--- config.mk ---
export PLATFORM = sky130hd
export DESIGN_NAME = clksrc_switch
export DESIGN_NICKNAME = d
export VERILOG_FILES = /design/src/rtl/clksrc_switch_pkg.sv /design/src/rtl/clksrc_sync.sv /design/src/rtl/clksrc_ost_timer.sv /design/src/rtl/clksrc_fsm.sv /design/src/rtl/clksrc_switch.sv
export SDC_FILE = /design/constraint.sdc
export NUM_CORES = 1
export LEC_CHECK = 0
export BUFFER_PORTS_ARGS = -buffer_cell sky130_fd_sc_hd__buf_2
export CAP_MARGIN = 30
export CELL_PAD_IN_SITES_DETAIL_PLACEMENT = 1
export CELL_PAD_IN_SITES_GLOBAL_PLACEMENT = 2
export CORE_ASPECT_RATIO = 1.25
export CORE_UTILIZATION = 37
export CTS_CLUSTER_DIAMETER = 60
export DETAILED_ROUTE_END_ITERATION = 8
export PLACE_DENSITY_LB_ADDON = 0.05
export SYNTH_ARGS = -nofsm -noshare
export SYNTH_HDL_FRONTEND = slang
export SYNTH_SLANG_ARGS = --single-unit
--- constraint.sdc ---
create_clock -name clk -period 2.95 [get_ports clk]
set_input_delay 0.4425 -clock clk [delete_from_list [all_inputs] [get_ports clk]]
set_output_delay 0.4425 -clock clk [all_outputs]
set_load 0.02 [all_outputs]
--- src/rtl/clksrc_switch_pkg.sv ---
package clksrc_switch_pkg;

  typedef enum logic [1:0] {
    ST_RC   = 2'd0,
    ST_WARM = 2'd1,
    ST_PRI  = 2'd2,
    ST_TORC = 2'd3
  } sw_state_t;

  localparam logic [1:0] REQ_PRI = 2'b00;
  localparam logic [1:0] REQ_RC  = 2'b11;

endpackage

--- src/rtl/clksrc_sync.sv ---
module clksrc_sync #(
  parameter int STAGES = 2,
  parameter int WIDTH  = 2
) (
  input  logic             clk,
  input  logic             rst,
  input  logic [WIDTH-1:0] d,
  output logic [WIDTH-1:0] q
);

  logic [WIDTH-1:0] stg [STAGES];

  for (genvar i = 0; i < STAGES; i++) begin : g_stage
    if (i == 0) begin : g_first
      always_ff @(posedge clk) begin
        if (rst) stg[0] <= '0;
        else     stg[0] <= d;
      end
    end else begin : g_next
      always_ff @(posedge clk) begin
        if (rst) stg[i] <= '0;
        else     stg[i] <= stg[i-1];
      end
    end
  end

  assign q = stg[STAGES-1];

endmodule

--- src/rtl/clksrc_ost_timer.sv ---
module clksrc_ost_timer #(
  parameter int OST_CYCLES = 1024
) (
  input  logic clk,
  input  logic rst,
  input  logic clear,
  input  logic run,
  input  logic lvl_s,
  output logic done
);

  localparam int CW = $clog2(OST_CYCLES + 1);

  logic [CW-1:0] cnt;
  logic          lvl_prev;
  logic          rise;

  assign rise = lvl_s & ~lvl_prev;
  assign done = (cnt == CW'(OST_CYCLES));

  always_ff @(posedge clk) begin
    if (rst) lvl_prev <= 1'b0;
    else     lvl_prev <= lvl_s;
  end

  always_ff @(posedge clk) begin
    if (rst || clear)             cnt <= '0;
    else if (run && rise && !done) cnt <= cnt + 1'b1;
  end

endmodule

--- src/rtl/clksrc_fsm.sv ---
module clksrc_fsm
  import clksrc_switch_pkg::*;
(
  input  logic       clk,
  input  logic       rst,
  input  logic [1:0] src_sel,
  input  logic       wdog_en,
  input  logic       clkmon_en,
  input  logic       pri_s,
  input  logic       rc_s,
  input  logic       ost_done,
  output logic       tmr_clear,
  output logic       tmr_run,
  output logic       pri_osc_en,
  output logic       rc_osc_en,
  output logic       mux_sel_pri,
  output logic       ost_ready
);

  sw_state_t state_q, state_n;
  logic      want_pri_q, want_pri;
  logic      both_low;

  assign both_low  = !pri_s && !rc_s;
  assign tmr_clear = (state_q == ST_RC);
  assign tmr_run   = (state_q == ST_WARM);

  always_comb begin
    if (src_sel == REQ_PRI)     want_pri = 1'b1;
    else if (src_sel == REQ_RC) want_pri = 1'b0;
    else                        want_pri = want_pri_q;
  end

  always_comb begin
    state_n = state_q;
    unique case (state_q)
      ST_RC:   if (want_pri) state_n = ST_WARM;
      ST_WARM: begin
        if (!want_pri)                state_n = ST_RC;
        else if (ost_done && both_low) state_n = ST_PRI;
      end
      ST_PRI:  if (!want_pri) state_n = ST_TORC;
      ST_TORC: begin
        if (want_pri)      state_n = ST_PRI;
        else if (both_low) state_n = ST_RC;
      end
      default: state_n = ST_WARM;
    endcase
  end

  always_ff @(posedge clk) begin
    if (rst) begin
      state_q     <= ST_WARM;
      want_pri_q  <= 1'b1;
      pri_osc_en  <= 1'b1;
      rc_osc_en   <= 1'b1;
      mux_sel_pri <= 1'b0;
      ost_ready   <= 1'b0;
    end else begin
      state_q     <= state_n;
      want_pri_q  <= want_pri;
      pri_osc_en  <= (state_n != ST_RC);
      rc_osc_en   <= (state_n == ST_PRI) ? (wdog_en | clkmon_en) : 1'b1;
      mux_sel_pri <= (state_n == ST_PRI) || (state_n == ST_TORC);
      ost_ready   <= (state_n == ST_PRI) || (state_n == ST_TORC);
    end
  end

endmodule

--- src/rtl/clksrc_switch.sv ---
module clksrc_switch #(
  parameter int OST_CYCLES  = 1024,
  parameter int SYNC_STAGES = 2
) (
  input  logic       clk,
  input  logic       rst,
  input  logic [1:0] src_sel,
  input  logic       wdog_en,
  input  logic       clkmon_en,
  input  logic       pri_osc_lvl,
  input  logic       rc_osc_lvl,
  output logic       pri_osc_en,
  output logic       rc_osc_en,
  output logic       mux_sel_pri,
  output logic       ost_ready
);

  // lvl_sync[0] = primary, lvl_sync[1] = RC
  logic [1:0] lvl_sync;
  logic       ost_done;
  logic       tmr_clear;
  logic       tmr_run;

  clksrc_sync #(
    .STAGES (SYNC_STAGES),
    .WIDTH  (2)
  ) u_sync (
    .clk (clk),
    .rst (rst),
    .d   ({rc_osc_lvl, pri_osc_lvl}),
    .q   (lvl_sync)
  );

  clksrc_ost_timer #(
    .OST_CYCLES (OST_CYCLES)
  ) u_timer (
    .clk   (clk),
    .rst   (rst),
    .clear (tmr_clear),
    .run   (tmr_run),
    .lvl_s (lvl_sync[0]),
    .done  (ost_done)
  );

  clksrc_fsm u_fsm (
    .clk         (clk),
    .rst         (rst),
    .src_sel     (src_sel),
    .wdog_en     (wdog_en),
    .clkmon_en   (clkmon_en),
    .pri_s       (lvl_sync[0]),
    .rc_s        (lvl_sync[1]),
    .ost_done    (ost_done),
    .tmr_clear   (tmr_clear),
    .tmr_run     (tmr_run),
    .pri_osc_en  (pri_osc_en),
    .rc_osc_en   (rc_osc_en),
    .mux_sel_pri (mux_sel_pri),
    .ost_ready   (ost_ready)
  );

endmodule

==> results.rst, run 1 <==
.. list-table::
   :header-rows: 1

   * - Metric
     - Value
   * - Status
     - finished clean
   * - Cell area after layout
     - 0.001141 mm2
   * - Reg2reg end
     - u_timer.cnt[1]
   * - Crit-path max cell delay
     - about 0.42 ns
   * - Worst skew pair latency
     - 0.31 ns
   * - Reg power frac
     - 0.529
   * - Via density per instance
     - 5.180
   * - Yosys reg bits
     - 22
   * - H-Tree Level Count
     - 1
   * - Final setup fails
     - 0
   * - Maximum number of pins on one net before global-route repair
     - 14
   * - Max-cap violation count
     - 0
   * - Flip-flop cell with the highest count after synthesis
     - sky130_fd_sc_hd__dfxtp_1
   * - Final weighted congestion of routability-driven global placement
     - approximately 0.76
   * - Vias post-DR
     - between 700 and 800
   * - Number of iterations in the first detailed-routing pass
     - 3
   * - Leakage power total
     - around 0.41 nW
   * - Net switching fraction of the power
     - 0.2163
   * - Post-route DRC violation count
     - 0
   * - Clock buffers created by TritonCTS
     - 3
   * - Deepest clock path buffer count
     - 2
   * - Cell area power density
     - 515.5 mW/mm2
   * - Post-synth EDFFs
     - 0
   * - Via count of the first global-routing pass
     - approximately 830
   * - Resize count post-CTS
     - 0
   * - RSZ-0062 raised after global routing
     - false
   * - Synth Cell Area
     - just over 0.001 mm2
   * - Fin crit period
     - roughly 1.6 ns
   * - Clk slew on worst S/H paths
     - 0.13 ns
   * - F_max
     - between 600 and 700 MHz
   * - Nets
     - 128
   * - Post-synthesis area per instance
     - about 9.7 um2
   * - Worst endpoint required time
     - 3.12 ns
   * - Hold Path Class
     - in2reg
   * - Die H
     - 60.62 um
   * - Starting Density
     - 0.4025
   * - Cells after Synth
     - around 110
   * - Clock sink total
     - 22
   * - Layout area overhead
     - 12.18%
   * - Startpoint class of the critical path
     - flop
   * - Mapped Nets
     - between 100 and 150
   * - Worst Max-Slew Pin Slew
     - ~0.93 ns
   * - Final global-route overflow total
     - 0
   * - Post-Place Cell Area
     - 0.001089 mm2
   * - Internal reg-to-reg setup slack
     - 1.33 ns
   * - Critical path class
     - reg2reg
   * - Diodes inserted
     - 0
   * - Proportion of layout cells with a drive suffix above 1
     - 0.2051
   * - R2R depth
     - 6
   * - Slowest cell on crit path
     - sky130_fd_sc_hd__dfxtp_1
   * - DIE AREA
     - between 0.002 and 0.003 mm2
   * - Startpoint of the most critical register-to-register path
     - u_timer.cnt[0]
   * - Cells along the critical path
     - inv_1 > ha_1 > and2b_2 > a31oi_2 > mux2i_1 > nor2_1
   * - Fin crit share
     - 0.5495
   * - Start point of the critical path
     - u_timer.cnt[0]
   * - Average detailed-routed wire length per instance
     - approximately 14 um
   * - Initial antenna violation count
     - 0
   * - Worst EP arrival
     - around 1.8 ns
   * - Antenna-violating nets left
     - 0
   * - Worst ir drop on vdd
     - 0.2446 mV
   * - Core footprint
     - around 0.0025 mm2
   * - Row count
     - 20
   * - First-pass GRT wire length
     - around 3.6 mm
   * - Iter 0 DRT Violations
     - 4
   * - Termination of the worst setup path
     - u_timer.cnt[1]
   * - Kind of end point of the critical path
     - flop
   * - Post-cts hold buffer count
     - 0
   * - Die Wd
     - approximately 50 um
   * - Detailed placement HPWL
     - about 1.5 mm
   * - Post-CTS Setup Repair Bufs
     - 0
   * - Max Fanout on Critical Path
     - 6
   * - Internal power contribution
     - between 0.4 and 0.5 mW
   * - Total Wirelength
     - just over 2 mm
   * - Top-level port count
     - 12
   * - Relative max-transition margin
     - 0.3767
   * - Share of total power in the clock network
     - 0.394
   * - Port buffer count
     - 11
   * - TritonCTS clock tree
     - done
   * - Number of warnings reported in the yosys synthesis log
     - 0
   * - CTS root buf
     - sky130_fd_sc_hd__clkbuf_4
   * - Hold Violations, Final
     - 0
   * - Worst-case clock skew
     - around 0.0051 ns
   * - Logic gate share of total power
     - 0.077
   * - Count of different cell masters after synthesis
     - 40
   * - Async SR Flop Fraction
     - 0
   * - Post-synthesis sequential area ratio
     - 0.4330
   * - Switching power total
     - between 0.1 and 0.15 mW
   * - GR Util All Layers
     - 0.1642
   * - Setup TNS
     - 0 ns
   * - Max-slew violations
     - 0
[cell families (layout without fill, tap and decap cells)]
logic type / after synthesis / count (layout) / synth area share
and+or+nand+nor: 45 / 45 / 0.2792
adders and majority gates: 2 / 2 / 0.02460
muxes: 1 / 1 / 0.009840
xor gates and xnor gates: 6 / 6 / 0.05167
buffers and inverters: 6 / 18 / 0.03567
DFF: 22 / 22 / 0.4330
AOI/OAI and AO/OA: 23 / 23 / 0.1661
[synthesized netlist by cell type, drive strengths merged (2+ instances only)]
| library cell | n | area, um2 |
|---|---|---|
| a21oi | 4 | 27.53 |
| a311oi | 2 | 17.52 |
| and2 | 2 | 12.51 |
| clkbuf | 2 | 17.51 |
| dfxtp | 22 | 440.4 |
| ha | 2 | 25.02 |
| inv | 3 | 11.26 |
| nand2 | 2 | 7.510 |
| nand3 | 3 | 15.01 |
| nand3b | 2 | 15.01 |
| nand4 | 4 | 31.28 |
| nor2 | 13 | 48.80 |
| nor2b | 7 | 43.79 |
| o21a | 2 | 15.01 |
| o21ai | 7 | 35.03 |
| or3 | 3 | 18.77 |
| xnor2 | 3 | 26.28 |
| xor2 | 3 | 26.28 |
[layer usage]
metal  wire length (um)  vias to the layer above  global-route usage
met5                  0                        -                   0
met4                 48                        0              0.1134
met3                 36                        4             0.02256
met2               1057                        8              0.3016
met1                890                      367              0.1784
li1                   -                      398                   -
[flip-flops by register name, indices dropped and copies added, names as in the netlist]
name,flops
u_timer.cnt,11
u_fsm.state_q,2
u_fsm.mux_sel_pri,1
u_sync.stg,4
u_fsm.want_pri_q,1
u_fsm.pri_osc_en,1
u_fsm.rc_osc_en,1
u_timer.lvl_prev,1
[stage by stage]
stage	util	cells	power [mW]	hold slack (ns)	setup WS [ns]
6_report	0.4515	150	0.5883	0.3330	1.329
5_1_grt	0.4515	150	0.6163	0.3207	1.207
4_1_cts	0.4515	150	0.5981	0.3228	1.313
3_5_place_dp	0.4307	146	0.3639	0.4386	1.341
3_3_place_gp	0.4307	146	0.3621	0.4206	1.379
2_1_floorplan	-	105	0.3517	0.4138	1.520
[layout by cell type (no fill, tap or decap), types with 2 or more instances in the layout]
master / count
sky130_fd_sc_hd__clkbuf_4: 3
sky130_fd_sc_hd__xnor2_1: 3
sky130_fd_sc_hd__inv_1: 3
sky130_fd_sc_hd__dfxtp_1: 22
sky130_fd_sc_hd__nand4_1: 3
sky130_fd_sc_hd__a311oi_1: 2
sky130_fd_sc_hd__a21oi_2: 2
sky130_fd_sc_hd__nand3_1: 3
sky130_fd_sc_hd__buf_2: 11
sky130_fd_sc_hd__nand2_1: 2
sky130_fd_sc_hd__nand3b_1: 2
sky130_fd_sc_hd__ha_1: 2
sky130_fd_sc_hd__and2_1: 2
sky130_fd_sc_hd__or3_1: 3
sky130_fd_sc_hd__a21oi_1: 2
sky130_fd_sc_hd__nor2b_1: 7
sky130_fd_sc_hd__o21a_1: 2
sky130_fd_sc_hd__o21ai_0: 7
sky130_fd_sc_hd__nor2_1: 13
sky130_fd_sc_hd__xor2_1: 3
[how the worst min path moves through the flow]
stage	from	endpoint	slack (ns)	cells after the start
2_1_floorplan	u_sync.stg[0][0]	u_sync.stg[1][0]	0.41	1
3_3_place_gp	u_sync.stg[0][1]	u_sync.stg[1][1]	0.42	1
3_5_place_dp	u_sync.stg[0][1]	u_sync.stg[1][1]	0.44	1
4_1_cts	wdog_en	u_fsm.rc_osc_en	0.32	3
5_1_grt	rc_osc_lvl	u_sync.stg[0][1]	0.32	2
6_report	pri_osc_lvl	u_sync.stg[0][0]	0.33	2
[power groups by stage]
stage	Sequential, mW	Combinational (mW)	Clock [mW]
6_report	0.311	0.0450	0.232
5_1_grt	0.313	0.0507	0.253
4_1_cts	0.311	0.0458	0.241
3_5_place_dp	0.318	0.0457	0
3_3_place_gp	0.318	0.0443	0
2_1_floorplan	0.319	0.0330	0
[worst max-delay path: cells and delay by family, from the launching register on]
kind | cells | cell delay (ns)
flip-flops | 1 | 0.42
AO/OA/AOI/OAI | 1 | 0.31
AND/OR/NAND/NOR | 2 | 0.27
multiplexers | 1 | 0.23
adder cells (fa/ha/maj) | 1 | 0.18
buffers and inverters | 1 | 0.06
[layout make-up]
| cell class | count | area (um2) |
|---|---|---|
| fillers | 304 | 1386 |
| multi-input cells | 77 | 540.5 |
| flip-flops and latches | 22 | 440.4 |
| repair buffers | 11 | 55.05 |
| well taps | 33 | 41.29 |
| clock inverters | 1 | 30.03 |
| clock buffers | 3 | 22.52 |
| inverters | 3 | 11.26 |
Note: power is estimated with default switching activity, not from simulation.
==> run 2: changes to the inputs <==
--- a/config.mk
+++ b/config.mk
@@ -10,7 +10,7 @@
 export CELL_PAD_IN_SITES_DETAIL_PLACEMENT = 1
 export CELL_PAD_IN_SITES_GLOBAL_PLACEMENT = 2
 export CORE_ASPECT_RATIO = 1.25
-export CORE_UTILIZATION = 37
+export CORE_UTILIZATION = 35
 export CTS_CLUSTER_DIAMETER = 60
 export DETAILED_ROUTE_END_ITERATION = 8
 export PLACE_DENSITY_LB_ADDON = 0.05
==> constraint.sdc (replaced) <==
create_clock -name clk -period 1.65 [get_ports clk]
set_input_delay 0.2475 -clock clk [delete_from_list [all_inputs] [get_ports clk]]
set_output_delay 0.2475 -clock clk [all_outputs]
set_load 0.02 [all_outputs]
==> run 2 against run 1 <==
- maximum frequency up 7.3%
- global-route usage is 0.60 points lower
- core utilization shrank 1.6 points
- wire length is 4.9% higher
- sequential power increased by 78%
- worst setup slack worse by 1.2 ns
- worst hold slack lost 0.20 ns
- first-iteration DRC count rose by 130%
- non-clock buffer count rose by 6
- clock skew about the same
- total power grew 61%
- count of clock-buffer cells in the layout grew 1
- critical endpoint is now u_timer.cnt[10]
==> results.rst, run 2 (same netlist as run 1, synthesis figures left out) <==
.. list-table::
   :header-rows: 1

   * - Metric
     - Value
   * - Status
     - finished clean
   * - Post-route DRC violation count
     - 0 (unchanged)
   * - Worst setup margin
     - 0.1396 ns (-1.189 ns)
   * - Reg power frac
     - 0.586 (+0.057)
   * - Proportion of layout cells with a drive suffix above 1
     - 0.2602 (+0.05503)
   * - Average detailed-routed wire length per instance
     - 13.57 um (+0.20%)
   * - Layout area overhead
     - 17.10%
   * - Post-route core utilization
     - 0.4359 (-0.01559)
   * - Fin crit period
     - 1.510 ns (-0.1105 ns)
   * - Die H
     - 62.28 um (+2.7%)
   * - Leakage power total
     - 0.4444 nW (+7.7%)
   * - Setup TNS
     - 0 ns (unchanged)
   * - Post-route insts no fill
     - 157 (+4.7%)
   * - Share of total power in the clock network
     - 0.318 (-0.076)
   * - Fin crit share
     - 0.9154 (+0.3659)
   * - Relative max-transition margin
     - 0.3251 (-0.05163)
   * - Most flop-heavy register
     - u_timer.cnt
   * - Logic gate share of total power
     - 0.097 (+0.020)
   * - Total Wirelength
     - 2.131 mm (+4.9%)
   * - Top flop regs
     - u_timer.cnt (11), u_sync.stg (4), u_fsm.state_q (2)
   * - Filler cell count
     - 325 (+6.9%)
   * - Kind of end point of the critical path
     - flop
   * - Worst ir drop on vdd
     - 0.4497 mV (+84%)
   * - Hold Path Class
     - in2reg
   * - Via count of the first global-routing pass
     - 846 (+1.6%)
   * - Cell area power density
     - 794.9 mW/mm2 (+54%)
   * - GR Util All Layers
     - 0.1583 (-0.005981)
   * - Final global-route overflow total
     - 0 (unchanged)
   * - Die Wd
     - 50.22 um (+2.7%)
   * - Detailed placement HPWL
     - 1.643 mm (+7.3%)
   * - TritonCTS clock tree
     - done
   * - Net switching fraction of the power
     - 0.2394 (+0.02313)
   * - Most frequent standard cell in the layout excluding fill and tap cells
     - sky130_fd_sc_hd__dfxtp_1
   * - Worst endpoint required time
     - 1.89 ns (-1.23 ns)
   * - Max-slew violations
     - 0 (unchanged)
   * - Post-placement setup slack
     - 0.04818 ns (-1.293 ns)
   * - Worst EP arrival
     - 1.75 ns (-0.04 ns)
   * - Tot Pwr
     - 0.9469 mW (+61%)
   * - Flip-flop count of the largest register, all copies and words added
     - 11 (unchanged)
   * - Clk slew on worst S/H paths
     - 0.13 ns (about the same)
   * - Post-CTS Setup Repair Bufs
     - 0 (unchanged)
   * - Max-cap violation count
     - 0 (unchanged)
   * - Hold Violations, Final
     - 0 (unchanged)
   * - Internal power contribution
     - 0.7202 mW (+56%)
   * - Final weighted congestion of routability-driven global placement
     - 0.7410 (-1.9%)
   * - RSZ-0062 raised after global routing
     - false
   * - Clock buffers created by TritonCTS
     - 3 (unchanged)
   * - Worst-case clock skew
     - 0.004669 ns (-0.0004012 ns)
   * - Diodes inserted
     - 0 (unchanged)
   * - Via density per instance
     - 5.223 (+0.83%)
   * - First-pass GRT wire length
     - 3.753 mm (+3.0%)
   * - Maximum number of pins on one net before global-route repair
     - 13 (-1)
   * - Worst Max-Slew Pin Slew
     - 1.010 ns (+0.07729 ns)
   * - Row count
     - 21 (+5.0%)
   * - Final setup fails
     - 0 (unchanged)
   * - Number of iterations in the first detailed-routing pass
     - 3 (unchanged)
   * - Deepest clock path buffer count
     - 2 (unchanged)
   * - Core footprint
     - 0.002733 mm2 (+8.1%)
   * - CTS root buf
     - sky130_fd_sc_hd__clkbuf_4
   * - F_max
     - 662.1 MHz (+7.3%)
   * - Vias post-DR
     - 820 (+5.5%)
   * - H-Tree Level Count
     - 1 (unchanged)
   * - Starting Density
     - 0.3723 (-0.03022)
   * - Max Fanout on Critical Path
     - 8 (+2)
   * - Critical path class
     - reg2reg
   * - Placed instance count
     - 153 (+4.8%)
   * - Commonest cells after routing, fill and taps aside
     - sky130_fd_sc_hd__dfxtp_1, sky130_fd_sc_hd__nor2_1, sky130_fd_sc_hd__buf_2
   * - Iter 0 DRT Violations
     - 9 (+5)
   * - DIE AREA
     - 0.003127 mm2 (+5.5%)
   * - Nets
     - 134 (+4.7%)
   * - Antenna-violating nets left
     - 0 (unchanged)
   * - Worst skew pair latency
     - 0.31 ns (about the same)
   * - Startpoint class of the critical path
     - flop
   * - Port buffer count
     - 11 (unchanged)
   * - Clock sink total
     - 22 (unchanged)
   * - Top-level port count
     - 12 (unchanged)
   * - Initial antenna violation count
     - 0 (unchanged)
   * - Switching power total
     - 0.2267 mW (+78%)
run 2: cell count changes in the layout (fill, tap and decap cells not counted), sizes merged:
cell,before,now
buf,11,17
clkbuf,3,4
bufinv,1,0
run 2: cell type report:
class,instances,area [um2],share of cell area
Clock buffer,4,36.28,0.03046
Inverter,3,11.26,0.009454
Multi-Input combinational cell,77,558.0,0.4685
Sequential cell,22,442.9,0.3718
Tap cell,34,42.54,0.03571
Timing Repair Buffer,17,100.1,0.08403
run 2: routing by layer:
metal  global-route usage  part of all wire  vias to the layer above
li1                     -                 -                      413
met1               0.1725              0.44                      399
met2               0.2833              0.54                        6
met3              0.02941             0.015                        2
met4              0.07500            0.0070                        0
met5                    0                 0                        -
run 2: stage by stage:
step / instance area, um2 / hold slack [ns]
final: 1191 / 0.1356
after global routing: 1191 / 0.1469
after CTS: 1171 / 0.1314
after detailed placement: 1135 / 0.4280
after global placement: 1135 / 0.4183
after floorplan: 1017 / 0.3708
run 2: power groups by stage:
stage	logic, mW	clock network [mW]	registers [mW]
2_1_floorplan	0.0590	0	0.570
3_3_place_gp	0.0888	0	0.566
3_5_place_dp	0.0922	0	0.566
4_1_cts	0.0927	0.316	0.554
5_1_grt	0.103	0.339	0.557
6_report	0.0915	0.301	0.554
run 2: worst paths after layout:
check | slack [ns] | end | start | cells after the start
worst max-delay path | 0.14 | u_timer.cnt[10] | u_fsm.state_q[1] | 4
worst min-delay path | 0.14 | u_sync.stg[0][0] | pri_osc_lvl | 2
worst max register to register | 0.14 | u_timer.cnt[10] | u_fsm.state_q[1] | 4
worst min register to register | 0.46 | u_sync.stg[1][1] | u_sync.stg[0][1] | 1
run 2: what timing repair did:
action,in CTS,in global routing
hold buffers,0,0
endpoints found under the setup margin,0,8
gates resized for setup,0,4
run 2: critical path, stage by stage, from the launching register on:
cell                       delay, ns
sky130_fd_sc_hd__dfxtp_1        0.40
sky130_fd_sc_hd__and4bb_1       0.37
sky130_fd_sc_hd__nand4_2        0.16
sky130_fd_sc_hd__or3_1          0.37
sky130_fd_sc_hd__a21oi_1        0.14
